File: src/rtl/irqd_pkg.sv
package irqd_pkg;
  typedef enum logic [3:0] {
    OP_NOP       = 4'd0,
    OP_SET_DEST  = 4'd1,
    OP_SET_MODE  = 4'd2,
    OP_READ_MODE = 4'd3,
    OP_SET_MASK  = 4'd4,
    OP_ACK       = 4'd5,
    OP_ENABLE    = 4'd6
  } irqd_op_e;

  localparam logic [1:0] DIST_DIRECT = 2'd0;
  localparam logic [1:0] DIST_ROTATE = 2'd1;

  localparam int MODE_DIST_LSB = 0;
  localparam int MODE_TRIG_BIT = 4;
endpackage

File: src/rtl/irqd_rst_sync.sv
module irqd_rst_sync (
  input  logic clk,
  input  logic rst_n,
  output logic rst_sync_n
);
  logic [1:0] stage_q;

  always_ff @(posedge clk or negedge rst_n) begin
    if (!rst_n) stage_q <= 2'b00;
    else        stage_q <= {stage_q[0], 1'b1};
  end

  assign rst_sync_n = stage_q[1];
endmodule

File: src/rtl/irqd_cmd_decode.sv
module irqd_cmd_decode
  import irqd_pkg::*;
#(
  parameter int NUM_SRC  = 4,
  parameter int NUM_CORE = 4,
  parameter int DATA_W   = 32,
  parameter int IDX_W    = 2
) (
  input  logic                           clk,
  input  logic                           rst_n,
  input  logic                           cmd_valid,
  input  logic [3:0]                     cmd_code,
  input  logic [IDX_W-1:0]               cmd_index,
  input  logic [DATA_W-1:0]              cmd_data,
  input  logic [NUM_SRC-1:0][1:0]        dist_cfg,
  input  logic [NUM_SRC-1:0]             trig_cfg,
  output logic [NUM_SRC-1:0]             wr_dest,
  output logic [NUM_SRC-1:0]             wr_mode,
  output logic [NUM_SRC-1:0]             wr_mask,
  output logic [NUM_SRC-1:0]             ack,
  output logic [NUM_CORE-1:0]            dest_val,
  output logic [1:0]                     dist_val,
  output logic                           trig_val,
  output logic                           bit0_val,
  output logic                           glb_en,
  output logic                           rd_valid,
  output logic [DATA_W-1:0]              rd_data
);
  logic              unused_data;
  logic [NUM_SRC-1:0] sel_line;
  logic              is_read;
  logic              en_d;
  logic              en_q;
  logic              rd_valid_q;
  logic [DATA_W-1:0] rd_data_d;
  logic [DATA_W-1:0] rd_data_q;

  assign unused_data = ^cmd_data;

  assign dest_val = cmd_data[NUM_CORE-1:0];
  assign dist_val = cmd_data[MODE_DIST_LSB +: 2];
  assign trig_val = cmd_data[MODE_TRIG_BIT];
  assign bit0_val = cmd_data[0];

  always_comb begin
    for (int s = 0; s < NUM_SRC; s++) begin
      sel_line[s] = cmd_valid && (cmd_index == IDX_W'(s));
    end
  end

  assign wr_dest = (cmd_code == OP_SET_DEST) ? sel_line : '0;
  assign wr_mode = (cmd_code == OP_SET_MODE) ? sel_line : '0;
  assign wr_mask = (cmd_code == OP_SET_MASK) ? sel_line : '0;
  assign ack     = (cmd_code == OP_ACK)      ? sel_line : '0;
  assign is_read = cmd_valid && (cmd_code == OP_READ_MODE);

  always_comb begin
    en_d = en_q;
    if (cmd_valid && (cmd_code == OP_ENABLE)) en_d = cmd_data[0];
  end

  always_comb begin
    rd_data_d = '0;
    for (int s = 0; s < NUM_SRC; s++) begin
      if (sel_line[s]) begin
        rd_data_d[MODE_DIST_LSB +: 2] = dist_cfg[s];
        rd_data_d[MODE_TRIG_BIT]      = trig_cfg[s];
      end
    end
  end

  always_ff @(posedge clk or negedge rst_n) begin
    if (!rst_n) begin
      en_q       <= 1'b0;
      rd_valid_q <= 1'b0;
      rd_data_q  <= '0;
    end else begin
      en_q       <= en_d;
      rd_valid_q <= is_read;
      if (is_read) rd_data_q <= rd_data_d;
    end
  end

  assign glb_en   = en_q;
  assign rd_valid = rd_valid_q;
  assign rd_data  = rd_data_q;


  rd_valid_after_read_chk: assert property (@(posedge clk) disable iff (!rst_n)
    is_read |=> rd_valid);


  rd_reserved_zero_chk: assert property (@(posedge clk) disable iff (!rst_n)
    rd_valid |-> (rd_data[3:2] == 2'b00 && rd_data[DATA_W-1:5] == '0));
endmodule

File: src/rtl/irqd_channel.sv
module irqd_channel
  import irqd_pkg::*;
#(
  parameter int NUM_CORE = 4,
  parameter int CW       = 2
) (
  input  logic                clk,
  input  logic                rst_n,
  input  logic                src_in,
  input  logic                glb_en,
  input  logic                wr_dest,
  input  logic [NUM_CORE-1:0] dest_val,
  input  logic                wr_mode,
  input  logic [1:0]          dist_val,
  input  logic                trig_val,
  input  logic                wr_mask,
  input  logic                mask_val,
  input  logic                ack,
  output logic [1:0]          dist_cfg,
  output logic                trig_cfg,
  output logic [NUM_CORE-1:0] core_out
);
  logic [NUM_CORE-1:0] dest_q, dest_d;
  logic [1:0]          dist_q, dist_d;
  logic                trig_q, trig_d;
  logic                mask_q, mask_d;
  logic                pend_q, pend_d;
  logic                prev_q;
  logic [CW-1:0]       ptr_q, ptr_d;
  logic                rise;
  logic                active;
  logic                deliver;
  logic                rotate;
  logic [CW-1:0]       pick;
  logic [NUM_CORE-1:0] pick_hot;

  function automatic logic [CW-1:0] first_at_or_after(
    input logic [NUM_CORE-1:0] set, input logic [CW-1:0] start);
    logic [CW-1:0] res;
    logic          found;
    res   = start;
    found = 1'b0;
    for (int k = 0; k < NUM_CORE; k++) begin
      logic [CW-1:0] idx;
      idx = CW'((int'(start) + k) % NUM_CORE);
      if (!found && set[idx]) begin
        res   = idx;
        found = 1'b1;
      end
    end
    return res;
  endfunction

  assign rise    = src_in && !prev_q;
  assign active  = trig_q ? pend_q : src_in;
  assign deliver = active && !mask_q && glb_en;
  assign rotate  = (dist_q == DIST_ROTATE);
  assign pick    = first_at_or_after(dest_q, ptr_q);

  always_comb begin
    pick_hot = '0;
    if (dest_q != '0) pick_hot[pick] = 1'b1;
  end

  assign core_out = !deliver ? '0 : (rotate ? pick_hot : dest_q);

  always_comb begin
    dest_d = dest_q;
    dist_d = dist_q;
    trig_d = trig_q;
    mask_d = mask_q;
    ptr_d  = ptr_q;
    if (wr_dest) dest_d = dest_val;
    if (wr_mode) begin
      dist_d = dist_val;
      trig_d = trig_val;
    end
    if (wr_mask) mask_d = mask_val;
    // an edge in the acknowledge cycle keeps the request alive
    if (!trig_q)   pend_d = 1'b0;
    else if (rise) pend_d = 1'b1;
    else if (ack)  pend_d = 1'b0;
    else           pend_d = pend_q;
    if (ack && deliver && rotate && dest_q != '0) begin
      ptr_d = (pick == CW'(NUM_CORE - 1)) ? '0 : pick + CW'(1);
    end
  end

  always_ff @(posedge clk or negedge rst_n) begin
    if (!rst_n) begin
      dest_q <= '0;
      dist_q <= DIST_DIRECT;
      trig_q <= 1'b0;
      mask_q <= 1'b1;
      pend_q <= 1'b0;
      prev_q <= 1'b0;
      ptr_q  <= '0;
    end else begin
      dest_q <= dest_d;
      dist_q <= dist_d;
      trig_q <= trig_d;
      mask_q <= mask_d;
      pend_q <= pend_d;
      prev_q <= src_in;
      ptr_q  <= ptr_d;
    end
  end

  assign dist_cfg = dist_q;
  assign trig_cfg = trig_q;


  masked_silent_chk: assert property (@(posedge clk) disable iff (!rst_n)
    mask_q |-> (core_out == '0));


  rotate_single_chk: assert property (@(posedge clk) disable iff (!rst_n)
    rotate |-> $onehot0(core_out));


  within_dest_chk: assert property (@(posedge clk) disable iff (!rst_n)
    (core_out & ~dest_q) == '0);


  ack_clears_chk: assert property (@(posedge clk) disable iff (!rst_n)
    (ack && trig_q && !rise) |=> !pend_q);


  edge_held_chk: assert property (@(posedge clk) disable iff (!rst_n)
    (trig_q && rise && !wr_mode) |=> pend_q);


  level_follows_chk: assert property (@(posedge clk) disable iff (!rst_n)
    (!trig_q && !src_in) |-> (core_out == '0));
endmodule

File: src/rtl/irq_distributor.sv
module irq_distributor #(
  parameter int NUM_SRC  = 4,
  parameter int NUM_CORE = 4,
  parameter int DATA_W   = 32,
  parameter int IDX_W    = (NUM_SRC > 1) ? $clog2(NUM_SRC) : 1
) (
  input  logic                         clk,
  input  logic                         rst_n,
  input  logic                         cmd_valid,
  input  logic [3:0]                   cmd_code,
  input  logic [IDX_W-1:0]             cmd_index,
  input  logic [DATA_W-1:0]            cmd_data,
  input  logic [NUM_SRC-1:0]           src_irq,
  output logic                         rd_valid,
  output logic [DATA_W-1:0]            rd_data,
  output logic [NUM_SRC*NUM_CORE-1:0]  core_irq
);
  localparam int CW = (NUM_CORE > 1) ? $clog2(NUM_CORE) : 1;

  logic                      rst_s_n;
  logic [NUM_SRC-1:0][1:0]   dist_cfg;
  logic [NUM_SRC-1:0]        trig_cfg;
  logic [NUM_SRC-1:0]        wr_dest, wr_mode, wr_mask, ack;
  logic [NUM_CORE-1:0]       dest_val;
  logic [1:0]                dist_val;
  logic                      trig_val;
  logic                      bit0_val;
  logic                      glb_en;

  irqd_rst_sync u_rst (
    .clk        (clk),
    .rst_n      (rst_n),
    .rst_sync_n (rst_s_n)
  );

  irqd_cmd_decode #(
    .NUM_SRC  (NUM_SRC),
    .NUM_CORE (NUM_CORE),
    .DATA_W   (DATA_W),
    .IDX_W    (IDX_W)
  ) u_dec (
    .clk       (clk),
    .rst_n     (rst_s_n),
    .cmd_valid (cmd_valid),
    .cmd_code  (cmd_code),
    .cmd_index (cmd_index),
    .cmd_data  (cmd_data),
    .dist_cfg  (dist_cfg),
    .trig_cfg  (trig_cfg),
    .wr_dest   (wr_dest),
    .wr_mode   (wr_mode),
    .wr_mask   (wr_mask),
    .ack       (ack),
    .dest_val  (dest_val),
    .dist_val  (dist_val),
    .trig_val  (trig_val),
    .bit0_val  (bit0_val),
    .glb_en    (glb_en),
    .rd_valid  (rd_valid),
    .rd_data   (rd_data)
  );

  for (genvar s = 0; s < NUM_SRC; s++) begin : g_line
    irqd_channel #(
      .NUM_CORE (NUM_CORE),
      .CW       (CW)
    ) u_chan (
      .clk      (clk),
      .rst_n    (rst_s_n),
      .src_in   (src_irq[s]),
      .glb_en   (glb_en),
      .wr_dest  (wr_dest[s]),
      .dest_val (dest_val),
      .wr_mode  (wr_mode[s]),
      .dist_val (dist_val),
      .trig_val (trig_val),
      .wr_mask  (wr_mask[s]),
      .mask_val (bit0_val),
      .ack      (ack[s]),
      .dist_cfg (dist_cfg[s]),
      .trig_cfg (trig_cfg[s]),
      .core_out (core_irq[s*NUM_CORE +: NUM_CORE])
    );
  end


  disabled_silent_chk: assert property (@(posedge clk) disable iff (!rst_s_n)
    !glb_en |-> (core_irq == '0));


  reset_quiet_chk: assert property (@(posedge clk)
    !rst_s_n |-> (core_irq == '0 && !rd_valid));
endmodule

File: config.mk
export PLATFORM = sky130hd
export DESIGN_NAME = irq_distributor
export DESIGN_NICKNAME = d
export VERILOG_FILES = /design/src/rtl/irqd_pkg.sv /design/src/rtl/irqd_rst_sync.sv /design/src/rtl/irqd_cmd_decode.sv /design/src/rtl/irqd_channel.sv /design/src/rtl/irq_distributor.sv
export SDC_FILE = /design/constraint.sdc
export NUM_CORES = 1
export LEC_CHECK = 0
export BUFFER_PORTS_ARGS = -buffer_cell sky130_fd_sc_hd__buf_2
export CORE_ASPECT_RATIO = 1.5
export CORE_MARGIN = 3
export CORE_UTILIZATION = 57
export DETAILED_ROUTE_END_ITERATION = 6
export PLACE_DENSITY = 0.85
export SYNTH_ARGS = -nofsm -noshare
export SYNTH_HDL_FRONTEND = slang
export SYNTH_HIERARCHICAL = 1
export SYNTH_SLANG_ARGS = --single-unit
File: constraint.sdc
create_clock -name clk -period 3.4 [get_ports clk]
set_clock_uncertainty 0.2 [all_clocks]
set_input_delay 0.68 -clock clk [delete_from_list [all_inputs] [get_ports clk]]
set_output_delay 0.68 -clock clk [all_outputs]
set_load 0.02 [all_outputs]
==> metrics.log <==
[metrics] outcome: complete, no violations
[metrics] buffer type at the clock tree root: sky130_fd_sc_hd__clkbuf_8
[metrics] most used flip-flop cell after synthesis: sky130_fd_sc_hd__dfrtp_1
[metrics] # diodes: 0
[metrics] Critical Path RT: 2520 ps
[metrics] number of buffers inserted for hold repair after clock tree synthesis: 1
[metrics] Cells after DPL: roughly 430
[metrics] depth of the CTS H-tree: 2
[metrics] sequential area share after synthesis: 0.393
[metrics] clock-pin transition on the worst setup and hold timing paths: roughly 90 ps
[metrics] core area: a little under 0.006 mm²
[metrics] average wire length per cell after detail routing: ~15 µm
[metrics] share of layout cells above drive strength 1: 0.306
[metrics] MaxCap Viol Count: 0
[metrics] post-synthesis to final-layout area growth: 5.55%
[metrics] Initial Utilization: 0.599
[metrics] Starting DRT DRC Count: 62
[metrics] clock period minus final worst setup slack: between 2000 and 3000 ps
[metrics] final net count: around 420
[metrics] critical path capture point type: output pin
[metrics] share of flip-flops with an asynchronous set or reset after synthesis: 1.00
[metrics] io pins: between 90 and 100
[metrics] Port Buffer Count: 37
[metrics] RSZ-0062 raised after global routing: no
[metrics] count of clock tree sinks: between 50 and 60
[metrics] mean instance size in the synthesized netlist: about 11 µm²
[metrics] count of antenna-violating nets left after detailed routing: 0
[metrics] ratio of routed vias to standard cells: 5.57
[metrics] most frequent cells in the layout: 53 x sky130_fd_sc_hd__nor2_1, 50 x sky130_fd_sc_hd__dfrtp_1, 37 x sky130_fd_sc_hd__buf_2, 32 x sky130_fd_sc_hd__mux2_2, 30 x sky130_fd_sc_hd__conb_1
[metrics] sum of negative setup slack: 0 ps
[metrics] routability cong.: 0.793
[metrics] DRT Wirelength: about 6700 µm
[metrics] post-detailed-placement half-perimeter wirelength: between 5000 and 6000 µm
[metrics] actual transition at the worst max-transition pin: 582 ps
[metrics] DR DRC count: 0
[metrics] TritonCTS clock tree: built
[metrics] Sequential Area: 0.00138 mm²
[metrics] Crit Path Max Fanout: 7
[metrics] ranking of synthesized cells by area: sky130_fd_sc_hd__dfrtp_1 36%, sky130_fd_sc_hd__mux2_2 10%, sky130_fd_sc_hd__buf_4 7.9%
[metrics] netlist area before placement: around 0.0035 mm²
[metrics] proportion of netlist area held by the largest area contributor: 0.363
[metrics] number of setup buffers added after CTS: 0
[metrics] Cell Pwr Density: ~440 mW/mm²
[metrics] most common cell after layout, fill and taps aside: sky130_fd_sc_hd__nor2_1
[metrics] share of the clock period used by the worst path after layout: 0.879
[metrics] count of different cell masters after synthesis: 31
[metrics] via count of the first global-routing pass: around 2300
[metrics] Die Span Y: about 100 µm
[metrics] Max-Slew Margin vs Limit: 0.612
[metrics] total count of hold-check failures in the final report: 0
[metrics] maximum number of pins on one net before global-route repair: 29
[metrics] number of endpoints failing setup at the final stage: 0
[metrics] type of the worst setup path: reg -> out
[metrics] Fillers: slightly below 500
[metrics] startpoint class of the critical path: flop
[metrics] clock latency at the later pin of the worst-skew pair: around 300 ps
[metrics] number of buffers created by CTS: 5
[metrics] post-route insts no fill: ~440
[metrics] dominant cell type by area after synthesis: sky130_fd_sc_hd__dfrtp_1
[metrics] Tot GR Track Use: 0.191
[metrics] Ys Warns: 6
[metrics] largest vdd supply drop: roughly 0.00033 V
[metrics] die footprint: 0.00717 mm²
[metrics] number of enable-type register cells in the synthesized netlist: 0
[metrics] total area of multi-input combinational cells: approximately 0.0019 mm²
[metrics] max-slew violation count: 0
[metrics] number of synthesized register bits: 55
[metrics] min-delay worst type: reg -> async
[metrics] Detailed Routing Iterations Pass 1: 4
[metrics] WP data arrival: between 2000 and 2500 ps
[metrics] vias after detailed routing: ~2400
[metrics] global-route wire length before repair: roughly 11000 µm
[metrics] initial antenna violation count: 0
[metrics] row count: 34
[metrics] Post-Syn Instances: 326
[metrics] number of cells upsized or downsized after cts: 0
[metrics] die boundary width: around 70 µm
[metrics] highest clock rate: 0.335 GHz
[metrics] total global routing overflow: 0
[metrics] maximum root-to-sink buffer count: 2
[metrics] static leakage power: approximately 1.9 nW
kinds of logic after synthesis:
kind of cell | synth area share
adders and majority gates | 0.0569
DFF | 0.393
and+or+nand+nor | 0.172
other | 0.00214
buffers and inverters | 0.104
muxes | 0.173
AOI/OAI and AO/OA | 0.0996
flip-flops by register name, summed over array words and instances (netlist names):
signal and flops:
u_dec/rd_data 3, u_rst/stage_q 2, g_line.u_chan/dist_cfg 8, u_dec/glb_en 1, u_dec/rd_valid 1, g_line.u_chan/pend_q 4
g_line.u_chan/prev_q 4, g_line.u_chan/ptr_q 8, g_line.u_chan/mask_q 4, g_line.u_chan/dest_q 16, g_line.u_chan/trig_cfg 4
cell type report:
type	count	area share
clock inverter	2	0.00337
sequential	55	0.372
clock buffer	6	0.0195
tap	72	0.0243
multi-input combinational	241	0.506
inverter	20	0.0202
timing repair buffer	39	0.0546
synthesized netlist by cell type, types with 5 or more instances:
cell / instances
sky130_fd_sc_hd__nor2_1: 53
sky130_fd_sc_hd__dfrtp_1: 51
sky130_fd_sc_hd__buf_4: 37
sky130_fd_sc_hd__mux2_2: 32
sky130_fd_sc_hd__a22oi_1: 20
sky130_fd_sc_hd__ha_1: 16
sky130_fd_sc_hd__inv_1: 16
sky130_fd_sc_hd__nor2b_1: 16
sky130_fd_sc_hd__mux2_4: 12
sky130_fd_sc_hd__o21ai_0: 8
sky130_fd_sc_hd__nand3b_1: 5
per-layer routing:
metal	vias to the layer above	part of all wire	routed length, µm	GRT usage
li1	1144	-	-	-
met4	0	0.015	100	0.0619
met2	60	0.56	3720	0.380
met5	-	0	0	0
met1	1213	0.39	2610	0.210
met3	7	0.039	264	0.0207
critical path: stages (launching register included):
cell                       delay, ps
sky130_fd_sc_hd__dfrtp_1         470
sky130_fd_sc_hd__nor2b_1         220
sky130_fd_sc_hd__a21oi_1          60
sky130_fd_sc_hd__o211ai_1        350
sky130_fd_sc_hd__inv_1           130
sky130_fd_sc_hd__ha_1            210
sky130_fd_sc_hd__a22oi_1         160
sky130_fd_sc_hd__nor2_1           60
sky130_fd_sc_hd__buf_2           150
path summary, 6_finish.rpt:
check / endpoint / slack, ps / depth (start not counted) / from
setup reg to reg: g_line[3].u_chan/ptr_q[1]$_DFFE_PN0P_ / 1300 / 6 / g_line[3].u_chan/dest_q[0]$_DFFE_PN0P_
setup / recovery: core_irq[15] / 410 / 8 / g_line[3].u_chan/dest_q[0]$_DFFE_PN0P_
max in group asynchronous: g_line[3].u_chan/mask_q$_DFFE_PN1P_ / 2130 / 1 / u_rst/stage_q[1]$_DFF_PN0_
hold / removal: u_dec/rd_data[4]$_DFFE_PN0P_ / 70 / 0 / u_rst/stage_q[1]$_DFF_PN0_
min in group clk: u_rst/stage_q[1]$_DFF_PN0_ / 160 / 0 / u_rst/stage_q[0]$_DFF_PN0_
hold reg to reg: u_dec/rd_data[4]$_DFFE_PN0P_ / 70 / 0 / u_rst/stage_q[1]$_DFF_PN0_
through the flow:
stage / total power, mW / worst slack [ps] / hold slack [ps] / utilization / instance area, µm²
after CTS: 1.63 / 399 / 92.4 / 0.632 / 3710
after detailed placement: 1.28 / 599 / 92.5 / 0.616 / 3620
after global placement: 1.26 / 615 / 86.5 / 0.616 / 3620
final: 1.62 / 412 / 65.8 / 0.632 / 3710
after floorplan: 1.19 / 768 / 131 / - / 3620
after global routing: 1.71 / 239 / 125 / 0.632 / 3710
where the power goes:
group | switching [mW] | internal (mW) | total, mW | leakage [nW]
sequential | 0.101 | 0.726 | 0.827 | 0.706
clock | 0.200 | 0.144 | 0.344 | 0.0412
combinational | 0.241 | 0.206 | 0.447 | 1.12
(Power assumes the default switching activity.)
